## config.mk

```make
export PLATFORM = sky130hd
export DESIGN_NAME = acc_alu
export DESIGN_NICKNAME = d
export VERILOG_FILES = /design/src/rtl/acc_alu_pkg.sv /design/src/rtl/alu_addsub.sv /design/src/rtl/alu_muldiv.sv /design/src/rtl/alu_psw.sv /design/src/rtl/alu_bank_map.sv /design/src/rtl/acc_alu.sv
export SDC_FILE = /design/constraint.sdc
export NUM_CORES = 1
export LEC_CHECK = 0
export ABC_AREA = 1
export BUFFER_PORTS_ARGS = -buffer_cell sky130_fd_sc_hd__buf_2
export CAP_MARGIN = 20
export CORE_MARGIN = 1.5
export CORE_UTILIZATION = 55
export CTS_BUF_LIST = sky130_fd_sc_hd__clkbuf_4 sky130_fd_sc_hd__clkbuf_8
export DETAILED_ROUTE_END_ITERATION = 8
export PLACE_DENSITY = 0.81
export SYNTH_ARGS = -nofsm -noshare
export SYNTH_HDL_FRONTEND = slang
export SYNTH_SLANG_ARGS = --single-unit
```

## constraint.sdc

```tcl
create_clock -name clk -period 14.8 [get_ports clk]
set_input_delay 0.74 -clock clk [delete_from_list [all_inputs] [get_ports clk]]
set_output_delay 0.74 -clock clk [all_outputs]
set_load 0.03 [all_outputs]
```

## src/rtl/acc_alu_pkg.sv

```systemverilog
package acc_alu_pkg;

   localparam logic [2:0] OP_ADD  = 3'd0;
   localparam logic [2:0] OP_ADDC = 3'd1;
   localparam logic [2:0] OP_SUBB = 3'd2;
   localparam logic [2:0] OP_MUL  = 3'd3;
   localparam logic [2:0] OP_DIV  = 3'd4;
   localparam logic [2:0] OP_LOAD = 3'd5;

   // status word bit positions
   localparam int SW_CY  = 7;
   localparam int SW_AC  = 6;
   localparam int SW_UF0 = 5;
   localparam int SW_BKH = 4;
   localparam int SW_BKL = 3;
   localparam int SW_OV  = 2;
   localparam int SW_UF1 = 1;
   localparam int SW_PAR = 0;

   typedef struct packed {
      logic cy_we;
      logic cy;
      logic ac_we;
      logic ac;
      logic ov_we;
      logic ov;
   } flag_upd_t;

endpackage

```

## src/rtl/alu_addsub.sv

```systemverilog
module alu_addsub #(
   parameter int W = 8
) (
   input  logic [W-1:0] a,
   input  logic [W-1:0] b,
   input  logic         cin,
   input  logic         sub,
   output logic [W-1:0] res,
   output logic         cy,
   output logic         ac,
   output logic         ov
);
   localparam int H = W / 2;

   logic [W-1:0] bx;
   logic         ci;
   logic         c_out;
   logic         c_msb;
   logic         c_half;

   // subtraction as a + ~b + ~borrow; carries invert into borrows
   assign bx = sub ? ~b : b;
   assign ci = sub ? ~cin : cin;

   assign {c_out, res} = {1'b0, a} + {1'b0, bx} + {{W{1'b0}}, ci};

   // carry into a bit position recovered from the sum bit
   assign c_msb  = res[W-1] ^ a[W-1] ^ bx[W-1];
   assign c_half = res[H] ^ a[H] ^ bx[H];

   assign cy = sub ? ~c_out : c_out;
   assign ac = sub ? ~c_half : c_half;
   assign ov = c_out ^ c_msb;
endmodule

```

## src/rtl/alu_muldiv.sv

```systemverilog
module alu_muldiv #(
   parameter int W = 8
) (
   input  logic [W-1:0]   a,
   input  logic [W-1:0]   b,
   output logic [2*W-1:0] prod,
   output logic [W-1:0]   quot,
   output logic [W-1:0]   rem,
   output logic           div_zero
);
   assign prod     = {{W{1'b0}}, a} * {{W{1'b0}}, b};
   assign div_zero = (b == '0);

   // restoring divider, one stage per quotient bit, MSB first
   logic [W-1:0] rchain [W+1];
   assign rchain[0] = '0;

   for (genvar g = 0; g < W; g++) begin : g_stage
      logic [W:0] trial;
      logic [W:0] diff;
      assign trial = {rchain[g], a[W-1-g]};
      assign diff  = trial - {1'b0, b};
      assign quot[W-1-g] = ~diff[W];
      assign rchain[g+1] = diff[W] ? trial[W-1:0] : diff[W-1:0];
   end

   assign rem = rchain[W];
endmodule

```

## src/rtl/alu_psw.sv

```systemverilog
module alu_psw
   import acc_alu_pkg::*;
#(
   parameter int W = 8
) (
   input  logic         clk,
   input  logic         rst_n,
   input  logic         sw_we,
   input  logic [7:1]   sw_data,
   input  logic         bit_we,
   input  logic [2:0]   bit_sel,
   input  logic         bit_val,
   input  flag_upd_t    upd,
   input  logic [W-1:0] acc,
   output logic [7:0]   psw
);
   logic [7:1] st_q;
   logic [7:1] st_n;

   always_comb begin
      st_n = st_q;
      if (sw_we) st_n = sw_data;
      if (bit_we && bit_sel != 3'd0) st_n[bit_sel] = bit_val;
      if (upd.cy_we) st_n[SW_CY] = upd.cy;
      if (upd.ac_we) st_n[SW_AC] = upd.ac;
      if (upd.ov_we) st_n[SW_OV] = upd.ov;
   end

   always_ff @(posedge clk or negedge rst_n) begin
      if (!rst_n) st_q <= '0;
      else        st_q <= st_n;
   end

   assign psw = {st_q, ^acc};

   AST_CY_ARITH_WINS: assert property (@(posedge clk) disable iff (!rst_n)
      upd.cy_we |=> psw[SW_CY] == $past(upd.cy));
   AST_OV_ARITH_WINS: assert property (@(posedge clk) disable iff (!rst_n)
      upd.ov_we |=> psw[SW_OV] == $past(upd.ov));
   AST_UF0_SW_WRITE: assert property (@(posedge clk) disable iff (!rst_n)
      (sw_we && !bit_we) |=> psw[SW_UF0] == $past(sw_data[SW_UF0]));
endmodule

```

## src/rtl/alu_bank_map.sv

```systemverilog
module alu_bank_map #(
   parameter int BANK_W = 2,
   parameter int IDX_W  = 3
) (
   input  logic [BANK_W-1:0]       bank,
   input  logic [IDX_W-1:0]        idx,
   output logic [BANK_W+IDX_W-1:0] addr
);
   // each bank spans 2**IDX_W consecutive addresses
   assign addr = {bank, idx};
endmodule

```

## src/rtl/acc_alu.sv

```systemverilog
module acc_alu
   import acc_alu_pkg::*;
#(
   parameter int DATA_W = 8,
   parameter int IDX_W  = 3
) (
   input  logic                clk,
   input  logic                rst_n,
   input  logic                op_valid,
   input  logic [2:0]          op_code,
   input  logic [DATA_W-1:0]   ld_a,
   input  logic [DATA_W-1:0]   ld_b,
   input  logic                psw_we,
   input  logic [7:0]          psw_wdata,
   input  logic                bit_we,
   input  logic [2:0]          bit_sel,
   input  logic                bit_val,
   input  logic [IDX_W-1:0]    reg_idx,
   output logic [DATA_W-1:0]   acc_o,
   output logic [DATA_W-1:0]   b_o,
   output logic [7:0]          psw_o,
   output logic [IDX_W+1:0]    reg_addr_o
);
   localparam int BANK_W = SW_BKH - SW_BKL + 1;

   if (DATA_W < 4 || (DATA_W % 2) != 0) begin : g_bad_width
      $error("acc_alu: DATA_W must be even and at least 4");
   end
   if (IDX_W < 1 || IDX_W > 6) begin : g_bad_idx
      $error("acc_alu: IDX_W must lie in 1..6");
   end

   logic [DATA_W-1:0]   acc_q, acc_n;
   logic [DATA_W-1:0]   b_q, b_n;
   flag_upd_t           upd;
   logic                cy_now;
   logic                as_cin, as_sub;
   logic [DATA_W-1:0]   as_res;
   logic                as_cy, as_ac, as_ov;
   logic [2*DATA_W-1:0] prod;
   logic [DATA_W-1:0]   quot, rem;
   logic                div_zero;
   logic                unused_par_wr;

   assign unused_par_wr = psw_wdata[SW_PAR];
   assign cy_now        = psw_o[SW_CY];
   assign as_sub        = (op_code == OP_SUBB);
   assign as_cin        = (op_code == OP_ADD) ? 1'b0 : cy_now;

   alu_addsub #(.W(DATA_W)) u_addsub (
      .a(acc_q), .b(b_q), .cin(as_cin), .sub(as_sub),
      .res(as_res), .cy(as_cy), .ac(as_ac), .ov(as_ov)
   );

   alu_muldiv #(.W(DATA_W)) u_muldiv (
      .a(acc_q), .b(b_q), .prod(prod), .quot(quot), .rem(rem),
      .div_zero(div_zero)
   );

   always_comb begin
      acc_n = acc_q;
      b_n   = b_q;
      upd   = '0;
      if (op_valid) begin
         case (op_code)
            OP_ADD, OP_ADDC, OP_SUBB: begin
               acc_n     = as_res;
               upd.cy_we = 1'b1;  upd.cy = as_cy;
               upd.ac_we = 1'b1;  upd.ac = as_ac;
               upd.ov_we = 1'b1;  upd.ov = as_ov;
            end
            OP_MUL: begin
               acc_n     = prod[DATA_W-1:0];
               b_n       = prod[2*DATA_W-1:DATA_W];
               upd.cy_we = 1'b1;  upd.cy = 1'b0;
               upd.ov_we = 1'b1;  upd.ov = |prod[2*DATA_W-1:DATA_W];
            end
            OP_DIV: begin
               upd.cy_we = 1'b1;  upd.cy = 1'b0;
               upd.ov_we = 1'b1;  upd.ov = div_zero;
               if (!div_zero) begin
                  acc_n = quot;
                  b_n   = rem;
               end
            end
            OP_LOAD: begin
               acc_n = ld_a;
               b_n   = ld_b;
            end
            default: ;
         endcase
      end
   end

   always_ff @(posedge clk or negedge rst_n) begin
      if (!rst_n) begin
         acc_q <= '0;
         b_q   <= '0;
      end else begin
         acc_q <= acc_n;
         b_q   <= b_n;
      end
   end

   alu_psw #(.W(DATA_W)) u_psw (
      .clk(clk), .rst_n(rst_n),
      .sw_we(psw_we), .sw_data(psw_wdata[7:1]),
      .bit_we(bit_we), .bit_sel(bit_sel), .bit_val(bit_val),
      .upd(upd), .acc(acc_q), .psw(psw_o)
   );

   alu_bank_map #(.BANK_W(BANK_W), .IDX_W(IDX_W)) u_map (
      .bank(psw_o[SW_BKH:SW_BKL]), .idx(reg_idx), .addr(reg_addr_o)
   );

   assign acc_o = acc_q;
   assign b_o   = b_q;

   AST_ADD_SUM: assert property (@(posedge clk) disable iff (!rst_n)
      (op_valid && op_code == OP_ADD) |=>
      {psw_o[SW_CY], acc_o} == ({1'b0, $past(acc_o)} + {1'b0, $past(b_o)}));
   AST_MUL_PRODUCT: assert property (@(posedge clk) disable iff (!rst_n)
      (op_valid && op_code == OP_MUL) |=>
      !psw_o[SW_CY] && (psw_o[SW_OV] == (b_o != '0)));
   AST_DIV_ZERO_HOLDS: assert property (@(posedge clk) disable iff (!rst_n)
      (op_valid && op_code == OP_DIV && b_o == '0) |=>
      psw_o[SW_OV] && $stable(acc_o) && $stable(b_o));
   AST_IDLE_STABLE: assert property (@(posedge clk) disable iff (!rst_n)
      (!op_valid && !psw_we && !bit_we) |=>
      $stable(acc_o) && $stable(b_o) && $stable(psw_o));
   AST_LOAD_FLAGS_KEEP: assert property (@(posedge clk) disable iff (!rst_n)
      (op_valid && op_code == OP_LOAD && !psw_we && !bit_we) |=>
      psw_o[7:1] == $past(psw_o[7:1]));
endmodule

```

==> results.txt, run 1 <==
----------------------------------------------------
[Clocking]
  Root Driver ... sky130_fd_sc_hd__clkbuf_8
  CTS Buffer Depth ... 2
  Clock latency at the later pin of the worst-skew pair ... 0.26 ns
  CTS clk-pin slew, worst paths ... 0.08 ns
  Inserted Clock Buffers ... 3
  Level count of the clock H-tree ... 1
  CTS tree ... yes
  CTS sink count ... 23

[Detailed routing]
  Final wirelength ... 18.7 mm
  Number of detailed-routing iterations run before antenna repair ... 5
  Final routed wire length divided by cell count ... 14.4 um
  First-iteration detailed-routing DRC count ... 408
  Remaining routing DRC violations ... 0
  Total number of vias ... 7059
  Routed via count divided by cell count ... 5.43
  Routed Antenna Nets ... 0

[Synthesis]
  Cell type with the highest aggregate area in the netlist ... sky130_fd_sc_hd__ha_1
  Top-area cell type share of the netlist area ... 18.0%
  Synth warnings ... 0
  Sequential area share after synthesis ... 7.61%
  Synth unique cells ... 52
  Number of synthesized register bits ... 23
  Synthesized area per cell ... 7.09 um2
  Netlist area before placement ... 7560 um2
  Post-Syn Instances ... 1066
  Largest cells by area after synthesis ... sky130_fd_sc_hd__ha_1 (18%), sky130_fd_sc_hd__fa_1 (12%), sky130_fd_sc_hd__nand2_1 (10%)

[Worst setup path]
  Slowest cell delay on critical path ... 0.43 ns
  Maximum fanout along the worst path ... 15
  Critical Path RT ... 14.95 ns
  Most frequent cell on the critical path ... sky130_fd_sc_hd__nand2_1
  Endpoint kind of the worst setup timing path ... flop
  Flop-to-flop setup slack ... 1.11 ns
  Worst R2R Start ... acc_o[7]
  CP delay by family, top ... simple AND/OR/NAND/NOR gates
  Number of gates on the worst path with buffers counted ... 97
  Length in cells of the worst reg-to-reg path ... 97
  Cell with the biggest individual delay on the critical path ... sky130_fd_sc_hd__fa_1
  Crit start category ... flop
  Crit path buf inv count ... 15
  Type of the worst setup path ... flop to flop
  Capturing point of the worst reg2reg path ... b_o[3]
  Signal arrival time at the worst endpoint ... 13.84 ns

[Die]
  Die Width ... 120 um
  Die extent in y ... 120 um
  Core Footprint ... 13300 um2
  Placement Rows ... 42
  Overall die area ... 14500 um2
  Num ports ... 68
  Effective utilization at floorplan ... 56.6%

[Place]
  Weighted congestion reported at the end of routability-driven placement ... 0.947
  Total instance count after detailed placement ... 1293
  Hpwl dp ... 14.9 mm
  Number of port buffers ... 60

[Final layout]
  Top library cells by usage in the layout, fill and taps aside ... sky130_fd_sc_hd__nand2_1 (210), sky130_fd_sc_hd__inv_1 (199), sky130_fd_sc_hd__ha_1 (106)
  Final net count ... 1318
  Area delta synth->final ... 9.28%
  Share of layout cells above drive strength 1 ... 15.9%
  Number of antenna cells inserted ... 0
  Number of standard cells in the final layout excluding fillers ... 1300
  Commonest non-fill, non-tap cell in the layout ... sky130_fd_sc_hd__nand2_1

[STA]
  Highest achievable clock rate ... 73.1 MHz
  Slew headroom ... 59.0%
  Clk_skew ... 0.00520 ns
  Worst Max-Slew Pin Slew ... 0.614 ns
  Final setup vio count ... 0
  Fraction of the cycle the final worst path needs ... 92.5%
  Slew Viols, Final ... 0
  Number of hold violations in the final report ... 0
  Period minus WS final ... 13.69 ns

[GRT]
  Largest net degree at the start of global routing ... 24
  Number of global-route vias before repair ... 7016
  Leftover overflow at the end of global routing ... 0
  All-Layer GR Usage ... 26.6%
  First-pass GRT wire length ... 31.8 mm
  Antenna violations before repair ... 0

[Hold path]
  Class of the tightest hold or removal check ... primary input to async pin

[Flow run]
  Maximum Capacitance Violations ... 0

[Status]
  Outcome ... finished clean

----------------------------------------------------
-- synth_stat cells (all sizes together) --
cell type,count
a21boi,1
a21o,3
a21oi,67
a221o,7
a221oi,2
a31oi,5
and2,7
buf,16
clkbuf,13
clkinv,3
conb,1
dfrtp,23
fa,45
ha,109
inv,207
mux2,1
mux2i,7
nand2,230
nand3,95
nand3b,14
nor2,53
nor3,8
nor4,1
o2111ai,3
o211ai,5
o21a,2
o21ai,50
o21bai,11
o221ai,1
or2,6
xnor2,23
xor2,47
-- state kept, by name (all words and copies together) (netlist names) --
signal,count
acc_o,8
b_o,8
u_psw.st_q,7
-- timing repair --
action / CTS / global route
resized for setup: 0 / 42
endpoints found under the setup margin: 0 / 9
hold buffers: 0 / 0
buffers inserted: 0 / 3
-- per-stage QoR --
step / util (%) / area (um2) / setup WS [ns] / TNS, ns / hold slack, ns
floorplan: - / 7570 / 0.749 / 0 / 0.444
CTS: 60.5 / 8080 / 0.180 / 0 / 0.477
finish: 61.9 / 8260 / 1.11 / 0 / 0.453
global route: 61.9 / 8260 / -0.0769 / -0.473 / 0.481
global placement: 60.2 / 8030 / 0.489 / 0 / 0.553
detailed placement: 60.2 / 8030 / 0.218 / 0 / 0.564
-- area by class of cell --
type / count / area (um2)
clock buffers: 4 / 48.8
repair buffers: 81 / 458
fillers: 1193 / 5090
flip-flops and latches: 23 / 576
multi-input cells: 806 / 6150
inverters: 210 / 810
well taps: 176 / 220
-- per-layer routing --
layer	up-vias	GRT usage [%]	wire, um
met5	-	0	0
met4	0	6.18	470
met3	39	2.74	1080
met2	230	47.6	9070
met1	3269	34.6	8070
li1	3521	-	-
-- worst reg2reg max path: cells and delay by family, from the launching register on --
| family | cells | cell delay, ns |
|---|---|---|
| AO/OA/AOI/OAI | 26 | 3.51 |
| adder cells (fa/ha/maj) | 9 | 2.94 |
| buffers and inverters | 15 | 1.48 |
| flip-flops | 1 | 0.36 |
| AND/OR/NAND/NOR | 47 | 5.26 |
-- logic make-up (layout without fill, tap and decap cells) --
| kind of cell | after synthesis | after routing | synth area share [%] |
|---|---|---|---|
| fa+ha+maj | 154 | 154 | 30.0 |
| flops | 23 | 23 | 7.61 |
| xor+xnor | 70 | 70 | 8.11 |
| other cells | 1 | 3 | 0.0496 |
| simple gates | 414 | 414 | 27.5 |
| compound gates | 157 | 157 | 12.5 |
| mux | 8 | 8 | 1.08 |
| buf+inv | 239 | 295 | 13.2 |
-- worst max path at each step --
stage	startpoint	end	slack, ns
2_1_floorplan	b_o[1]	b_o[1]	0.75
3_3_place_gp	acc_o[7]	b_o[1]	0.49
3_5_place_dp	acc_o[7]	b_o[2]	0.22
4_1_cts	acc_o[7]	b_o[2]	0.18
5_1_grt	acc_o[7]	b_o[7]	-0.08
6_report	acc_o[7]	b_o[3]	1.11
Power of run 1 is not shown: default switching activity piles up to over one toggle a cycle in this logic, so the estimate is an artifact.
==> run 2: changes to the inputs <==
Settings changed: PLACE_DENSITY 0.81 to 0.77, SETUP_SLACK_MARGIN set to 0.2, SYNTH_HIERARCHICAL set to 1.
==> run 2 against run 1 <==
Effect of this change:
- final area increased by 5.0%
- final cell count increased by 14%
- clock skew increased by 0.011 ns
- hold slack got worse by 0.0034 ns
- wire length increased by 8.4%
- flip-flop and latch count unchanged
- register-to-register slack improved by 0.06 ns
==> results.txt, run 2 <==
----------------------------------------------------
[Die]
  Overall die area ... 15200 um2 (+5.0%)
  Core Footprint ... 14000 um2 (+4.8%)
  Placement Rows ... 43 (+2.4%)
  Num ports ... 68 (unchanged)
  Die Width ... 123 um (+2.5%)
  Die extent in y ... 123 um (+2.5%)
  Effective utilization at floorplan ... 56.8% (+0.18 points)

[Clocking]
  CTS sink count ... 23 (unchanged)
  Inserted Clock Buffers ... 3 (unchanged)
  CTS Buffer Depth ... 2 (unchanged)
  Level count of the clock H-tree ... 1 (unchanged)
  Clock latency at the later pin of the worst-skew pair ... 0.29 ns (+0.03 ns)
  CTS tree ... yes
  CTS clk-pin slew, worst paths ... 0.11 ns (+0.03 ns)
  Root Driver ... sky130_fd_sc_hd__clkbuf_8

[Synthesis]
  Number of enable flip-flop cells after synthesis ... 0 (unchanged)
  Largest cells by area after synthesis ... sky130_fd_sc_hd__ha_1 (17%), sky130_fd_sc_hd__nand2_1 (17%), sky130_fd_sc_hd__fa_1 (11%)
  Post-Syn Instances ... 1235 (+16%)
  Top-area cell type share of the netlist area ... 17.2% (-0.88 points)
  Number of synthesized register bits ... 23 (unchanged)
  Netlist area before placement ... 7950 um2 (+5.1%)
  Top-count cell post-synth ... sky130_fd_sc_hd__nand2_1
  FFs w/ async S/R, synth ... 100% (unchanged)
  Dominant register cell in the synthesized netlist ... sky130_fd_sc_hd__dfrtp_1
  Synth unique cells ... 46 (-12%)
  Post-synth top cells ... sky130_fd_sc_hd__nand2_1 (360), sky130_fd_sc_hd__inv_1 (209), sky130_fd_sc_hd__ha_1 (109)
  Sequential area share after synthesis ... 7.24% (-0.37 points)
  Cell type with the highest aggregate area in the netlist ... sky130_fd_sc_hd__ha_1
  Synthesized area per cell ... 6.44 um2 (-9.3%)
  Synth warnings ... 6 (+6)

[Flow run]
  Maximum Capacitance Violations ... 0 (unchanged)

[GRT]
  First-pass GRT wire length ... 32.1 mm (+1.1%)
  Largest net degree at the start of global routing ... 24 (unchanged)
  Leftover overflow at the end of global routing ... 0 (unchanged)
  Number of global-route vias before repair ... 7013 (-0.043%)
  All-Layer GR Usage ... 26.3% (-0.33 points)
  Antenna violations before repair ... 0 (unchanged)

[Final layout]
  Commonest non-fill, non-tap cell in the layout ... sky130_fd_sc_hd__nand2_1
  Area occupied by multi-input gates ... 6470 um2 (+5.1%)
  Final net count ... 1494 (+13%)
  Filler Cell Count ... 1360 (+14%)
  Layout Utilization ... 62.0% (+0.14 points)
  Area delta synth->final ... 9.19% (about the same)
  Top library cells by usage in the layout, fill and taps aside ... sky130_fd_sc_hd__nand2_1 (359), sky130_fd_sc_hd__inv_1 (209), sky130_fd_sc_hd__ha_1 (109)
  Share of layout cells above drive strength 1 ... 14.5% (-1.5 points)
  Sequential cell area ... 576 um2 (unchanged)

[Detailed routing]
  Highest routed metal layer ... met4
  Number of detailed-routing iterations run before antenna repair ... 5 (unchanged)
  Routed via count divided by cell count ... 5.27 (-3.0%)
  Remaining routing DRC violations ... 0 (unchanged)
  Met2 routed wirelength ... 9.74 mm (+7.4%)
  First-iteration detailed-routing DRC count ... 447 (+9.6%)
  Wire length on met3 ... 782 um (-28%)
  Final routed wire length divided by cell count ... 13.7 um (-4.9%)
  Final wirelength ... 20.3 mm (+8.4%)
  Total number of vias ... 7803 (+11%)
  Met1 layer wirelength in the final routing ... 9.25 mm (+15%)
  Routed Antenna Nets ... 0 (unchanged)

[Worst setup path]
  CP Launch Point ... acc_o[7]
  Cell with the biggest individual delay on the critical path ... sky130_fd_sc_hd__fa_1
  Maximum fanout along the worst path ... 13 (-2)
  Critical Path RT ... 14.97 ns (+0.02 ns)
  Type of the worst setup path ... flop to flop
  Worst R2R Start ... acc_o[7]
  Capturing point of the worst reg2reg path ... acc_o[0]
  Slowest cell delay on critical path ... 0.45 ns (+0.02 ns)
  Endpoint kind of the worst setup timing path ... flop
  Crit start category ... flop
  Length in cells of the worst reg-to-reg path ... 100 (+3.1%)
  Most frequent cell on the critical path ... sky130_fd_sc_hd__nand2_1
  Flop-to-flop setup slack ... 1.17 ns (+0.06 ns)
  Signal arrival time at the worst endpoint ... 13.80 ns (-0.04 ns)

[Place]
  Weighted congestion reported at the end of routability-driven placement ... 0.891 (-5.8%)
  Hpwl dp ... 15.6 mm (+4.8%)
  Post-place setup slack ... 0.0540 ns (-0.164 ns)
  Number of port buffers ... 60 (unchanged)

[STA]
  Fraction of the cycle the final worst path needs ... 92.1% (-0.43 points)
  Final setup vio count ... 0 (unchanged)
  Highest achievable clock rate ... 73.4 MHz (+0.46%)
  Setup slack after layout ... 1.17 ns (+0.0633 ns)
  Number of hold violations in the final report ... 0 (unchanged)
  Clk_skew ... 0.0159 ns (+0.0107 ns)
  Slew Viols, Final ... 0 (unchanged)
  Period minus WS final ... 13.63 ns (-0.0633 ns)
  Slew headroom ... 26.0% (-33 points)
  Worst Max-Slew Pin Slew ... 1.10 ns (+0.490 ns)

[Hold path]
  Class of the tightest hold or removal check ... primary input to async pin

[Status]
  Outcome ... finished clean

----------------------------------------------------
[run 2: logic make-up (layout without fill, tap and decap cells)]
group	count (synthesis)	count (layout)	synth area share (%)
compound gates	136	136	9.70
simple gates	601	602	33.6
flops	23	23	7.24
buf+inv	252	314	13.3
other cells	1	4	0.0472
fa+ha+maj	154	154	28.5
xor+xnor	68	68	7.59
[run 2: final cells by class]
| class | instances | area share [%] |
|---|---|---|
| Multi-Input combinational cell | 963 | 74.5 |
| Timing Repair Buffer | 90 | 6.06 |
| Tap cell | 180 | 2.60 |
| Clock inverter | 1 | 0.0577 |
| Clock buffer | 3 | 0.476 |
| Inverter | 220 | 9.65 |
| Sequential cell | 23 | 6.63 |
| Antenna cell | 1 | 0.0288 |
[run 2: worst max-delay path by stage]
stage / endpoint / slack, ns / cells after the start
6_report: acc_o[0] / 1.17 / 100
3_3_place_gp: acc_o[0] / 0.46 / 98
4_1_cts: acc_o[0] / 0.20 / 101
5_1_grt: b_o[0] / -0.11 / 99
2_1_floorplan: acc_o[0] / 1.04 / 101
3_5_place_dp: acc_o[0] / 0.05 / 99
[run 2: repair_timing]
action                                  CTS  global route
pin swaps                                 0            10
resized for setup                         3            34
setup buffers                             0            13
hold buffers                              0             0
gates cloned                              0             1
endpoints found under the setup margin    9             9
hold endpoints to repair                  0             0
[run 2: layer usage]
metal  vias to the layer above  track usage (%)
met1                      3589             35.0
met3                        43             1.85
li1                       3989                -
met5                         -                0
met2                       182             45.7
met4                         0             7.83
[run 2: through the flow]
step                hold WS (ns)  std cells  area, um2  setup TNS [ns]
floorplan                  0.444       1237       7960               0
global placement           0.600       1462       8390               0
detailed placement         0.595       1462       8390               0
CTS                        0.469       1466       8440               0
global route               0.500       1480       8680          -0.615
finish                     0.449       1481       8680               0
[run 2: critical path, delay by kind of cell (launching register included)]
kind	cells	cell delay [ns]
and+or+nand+nor	53	5.42
adders and majority gates	9	3.22
DFF	1	0.36
AOI/OAI and AO/OA	22	3.16
buffers and inverters	16	1.28
Power of run 2 is left out for the same reason.
==> run 3: changes to the inputs <==
Settings changed: ABC_AREA 1 to 0, PLACE_DENSITY 0.77 to 0.78.
==> run 3 against run 2 <==
Effect of this change:
- the flow now finishes with violations (setup timing)
- maximum frequency is 15% lower
- wire length grew 27%
- worst setup slack got worse by 2.5 ns
==> results.txt, run 3 <==
----------------------------------------------------
[Synthesis]
  Simple-gate area share of the yosys netlist ... 16.9% (-17 points)
  Synthesized area per cell ... 8.38 um2 (+30%)
  Adder-cell share of the synthesized area ... 30.8% (+2.4 points)
  Multiplexer fraction of the synthesized cell area ... 10.6% (+11 points)
  Synth warnings ... 6 (unchanged)
  XOR/XNOR Fraction of Synth Area ... 8.44% (+0.85 points)
  Post-synth top cells ... sky130_fd_sc_hd__ha_1 (109), sky130_fd_sc_hd__inv_1 (102), sky130_fd_sc_hd__nor2_1 (78)
  Dominant combinational cell family by area after synthesis ... adder cells
  Netlist area before placement ... 7340 um2 (-7.6%)
  Dominant register cell in the synthesized netlist ... sky130_fd_sc_hd__dfrtp_1
  Share of the synthesized area in compound gates (AO/OA/AOI/OAI) ... 17.5% (+7.8 points)
  Top-count cell post-synth ... sky130_fd_sc_hd__ha_1
  Post-Syn Instances ... 876 (-29%)
  Number of synthesized register bits ... 23 (unchanged)
  Sequential area share after synthesis ... 7.84% (+0.60 points)
  Number of enable flip-flop cells after synthesis ... 0 (unchanged)
  Largest cells by area after synthesis ... sky130_fd_sc_hd__ha_1 (19%), sky130_fd_sc_hd__fa_1 (12%), sky130_fd_sc_hd__dfrtp_1 (7.8%)
  Synth unique cells ... 78 (+70%)
  Cell type with the highest aggregate area in the netlist ... sky130_fd_sc_hd__ha_1
  FFs w/ async S/R, synth ... 100% (unchanged)
  Top-area cell type share of the netlist area ... 18.6% (+1.4 points)

[STA]
  Slew headroom ... 49.9% (+24 points)
  Period minus WS final ... 16.12 ns (+2.49 ns)
  Clk_skew ... 0.00397 ns (-0.0119 ns)
  Worst Max-Slew Pin Slew ... 0.751 ns (-0.353 ns)
  Unrepaired setup endpoints after global routing ... true
  Setup slack after layout ... -1.32 ns (-2.49 ns)
  Highest achievable clock rate ... 62.0 MHz (-15%)
  Slew Viols, Final ... 0 (unchanged)
  Number of hold violations in the final report ... 0 (unchanged)
  Fraction of the cycle the final worst path needs ... 109% (+17 points)
  Final setup vio count ... 9 (+9)

[Worst setup path]
  Type of the worst setup path ... flop to flop
  Endpoint kind of the worst setup timing path ... flop
  Most frequent cell on the critical path ... sky130_fd_sc_hd__buf_4
  Length in cells of the worst reg-to-reg path ... 86 (-14%)
  Maximum fanout along the worst path ... 8 (-5)
  Slowest cell delay on critical path ... 0.51 ns (+0.06 ns)
  Crit start category ... flop
  Crit path buf inv count ... 17 (+1)
  Signal arrival time at the worst endpoint ... 16.27 ns (+2.47 ns)
  Cell with the biggest individual delay on the critical path ... sky130_fd_sc_hd__mux4_2
  Number of gates on the worst path with buffers counted ... 86 (-14%)
  Critical Path RT ... 14.96 ns (about the same)
  CP delay by family, top ... compound AO/OA/AOI/OAI gates

[Clocking]
  CTS clk-pin slew, worst paths ... 0.08 ns (-0.03 ns)
  Clock latency at the later pin of the worst-skew pair ... 0.27 ns (-0.02 ns)
  CTS tree ... yes
  Post-CTS Hold Fix Bufs ... 0 (unchanged)
  CTS sink count ... 23 (unchanged)
  Root Driver ... sky130_fd_sc_hd__clkbuf_8
  Inserted Clock Buffers ... 3 (unchanged)
  CTS Buffer Depth ... 2 (unchanged)
  Level count of the clock H-tree ... 1 (unchanged)

[Die]
  Num ports ... 68 (unchanged)
  Overall die area ... 14100 um2 (-7.4%)
  Placement Rows ... 42 (-2.3%)
  Core Footprint ... 13100 um2 (-6.1%)
  Die Width ... 119 um (-3.8%)
  Effective utilization at floorplan ... 55.9% (-0.93 points)
  Die extent in y ... 119 um (-3.8%)

[GRT]
  Leftover overflow at the end of global routing ... 0 (unchanged)
  Antenna violations before repair ... 0 (unchanged)
  All-Layer GR Usage ... 33.0% (+6.7 points)
  First-pass GRT wire length ... 37.3 mm (+16%)
  Number of global-route vias before repair ... 7740 (+10%)
  Largest net degree at the start of global routing ... 27 (+13%)

[Hold path]
  Class of the tightest hold or removal check ... primary input to async pin

[Detailed routing]
  Final routed wire length divided by cell count ... 19.4 um (+41%)
  Remaining routing DRC violations ... 0 (unchanged)
  Routed Antenna Nets ... 0 (unchanged)
  Total number of vias ... 7854 (+0.65%)
  Number of detailed-routing iterations run before antenna repair ... 8 (+3)
  Routed via count divided by cell count ... 5.92 (+12%)
  First-iteration detailed-routing DRC count ... 637 (+43%)
  Final wirelength ... 25.7 mm (+27%)

[Status]
  Outcome ... finished with violations
  Violations in the final reports ... setup timing

[Place]
  Hpwl dp ... 16.8 mm (+7.6%)
  Number of port buffers ... 60 (unchanged)
  Weighted congestion reported at the end of routability-driven placement ... 0.909 (+2.0%)

[Final layout]
  Filler Cell Count ... 818 (-40%)
  Share of layout cells above drive strength 1 ... 39.7% (+25 points)
  Layout Utilization ... 77.3% (+15 points)
  Final net count ... 1344 (-10%)
  Area delta synth->final ... 38.3%
  Top library cells by usage in the layout, fill and taps aside ... sky130_fd_sc_hd__buf_4 (224), sky130_fd_sc_hd__inv_1 (99), sky130_fd_sc_hd__ha_1 (98)
  Number of antenna cells inserted ... 0 (-1)
  Commonest non-fill, non-tap cell in the layout ... sky130_fd_sc_hd__buf_4

[Flow run]
  Maximum Capacitance Violations ... 0 (unchanged)

----------------------------------------------------
-- run 3: cell count changes in the layout (fill, tap and decap cells not counted), sizes merged, moves of 16 or more --
cell | before | now
mux2 | 0 | 40
nand2b | 0 | 16
mux2i | 0 | 21
buf | 90 | 291
nand2 | 385 | 70
nor2b | 0 | 18
nand3 | 97 | 4
inv | 218 | 104
-- run 3: area by class of cell --
class                      count  area [um2]  share of cell area, %
tap                          176         220                   2.17
sequential                    23         587                   5.78
multi-input combinational    726        6810                   67.1
clock buffer                   4        48.8                  0.481
timing repair buffer         291        2070                   20.4
inverter                     106         415                   4.09
-- run 3: final timing paths --
path / end / start / slack [ns]
worst max-delay path: b_o[5] / b_o[7] / -1.32
worst min-delay path: u_psw/st_q[6] / rst_n / 0.44
worst max register to register: b_o[5] / b_o[7] / -1.32
worst min register to register: u_psw/st_q[1] / u_psw/st_q[1] / 0.59
max in group asynchronous: b_o[0] / rst_n / 13.95
min in group clk: u_psw/st_q[1] / u_psw/st_q[1] / 0.59
-- run 3: kinds of logic after synthesis --
| logic type | count (synthesis) |
|---|---|
| XOR/XNOR | 69 |
| AND/OR/NAND/NOR | 244 |
| buffers and inverters | 129 |
| flip-flops | 23 |
| adder cells (fa/ha/maj) | 154 |
| AO/OA/AOI/OAI | 193 |
| multiplexers | 63 |
| other | 1 |
-- run 3: repair_timing --
item	CTS	global route
pin swaps	50	59
setup buffers	59	17
resized for setup	35	45
setup endpoints to repair	9	9
hold endpoints to repair	0	0
-- run 3: metal layers --
metal,up-vias,global-route usage (%),routed length (um)
met5,-,0,0
met4,0,14.6,1720
li1,3544,-,-
met2,428,57.7,12300
met3,162,4.10,1860
met1,3720,40.8,9770
-- run 3: metrics by stage --
stage                     hold WS [ns]  TNS (ns)  instance area [um2]  std cells  worst slack (ns)
after detailed placement         0.578     -7.49                 9170       1246            -0.888
after CTS                        0.454     -4.11                 9790       1309            -0.496
final                            0.445    -11.47                10200       1326             -1.32
after global placement           0.565     -3.11                 9170       1246            -0.402
after global routing             0.477    -15.99                10200       1326             -1.83
after floorplan                  0.444     -5.73                 7640        878            -0.713
Power of run 3 is left out for the same reason.
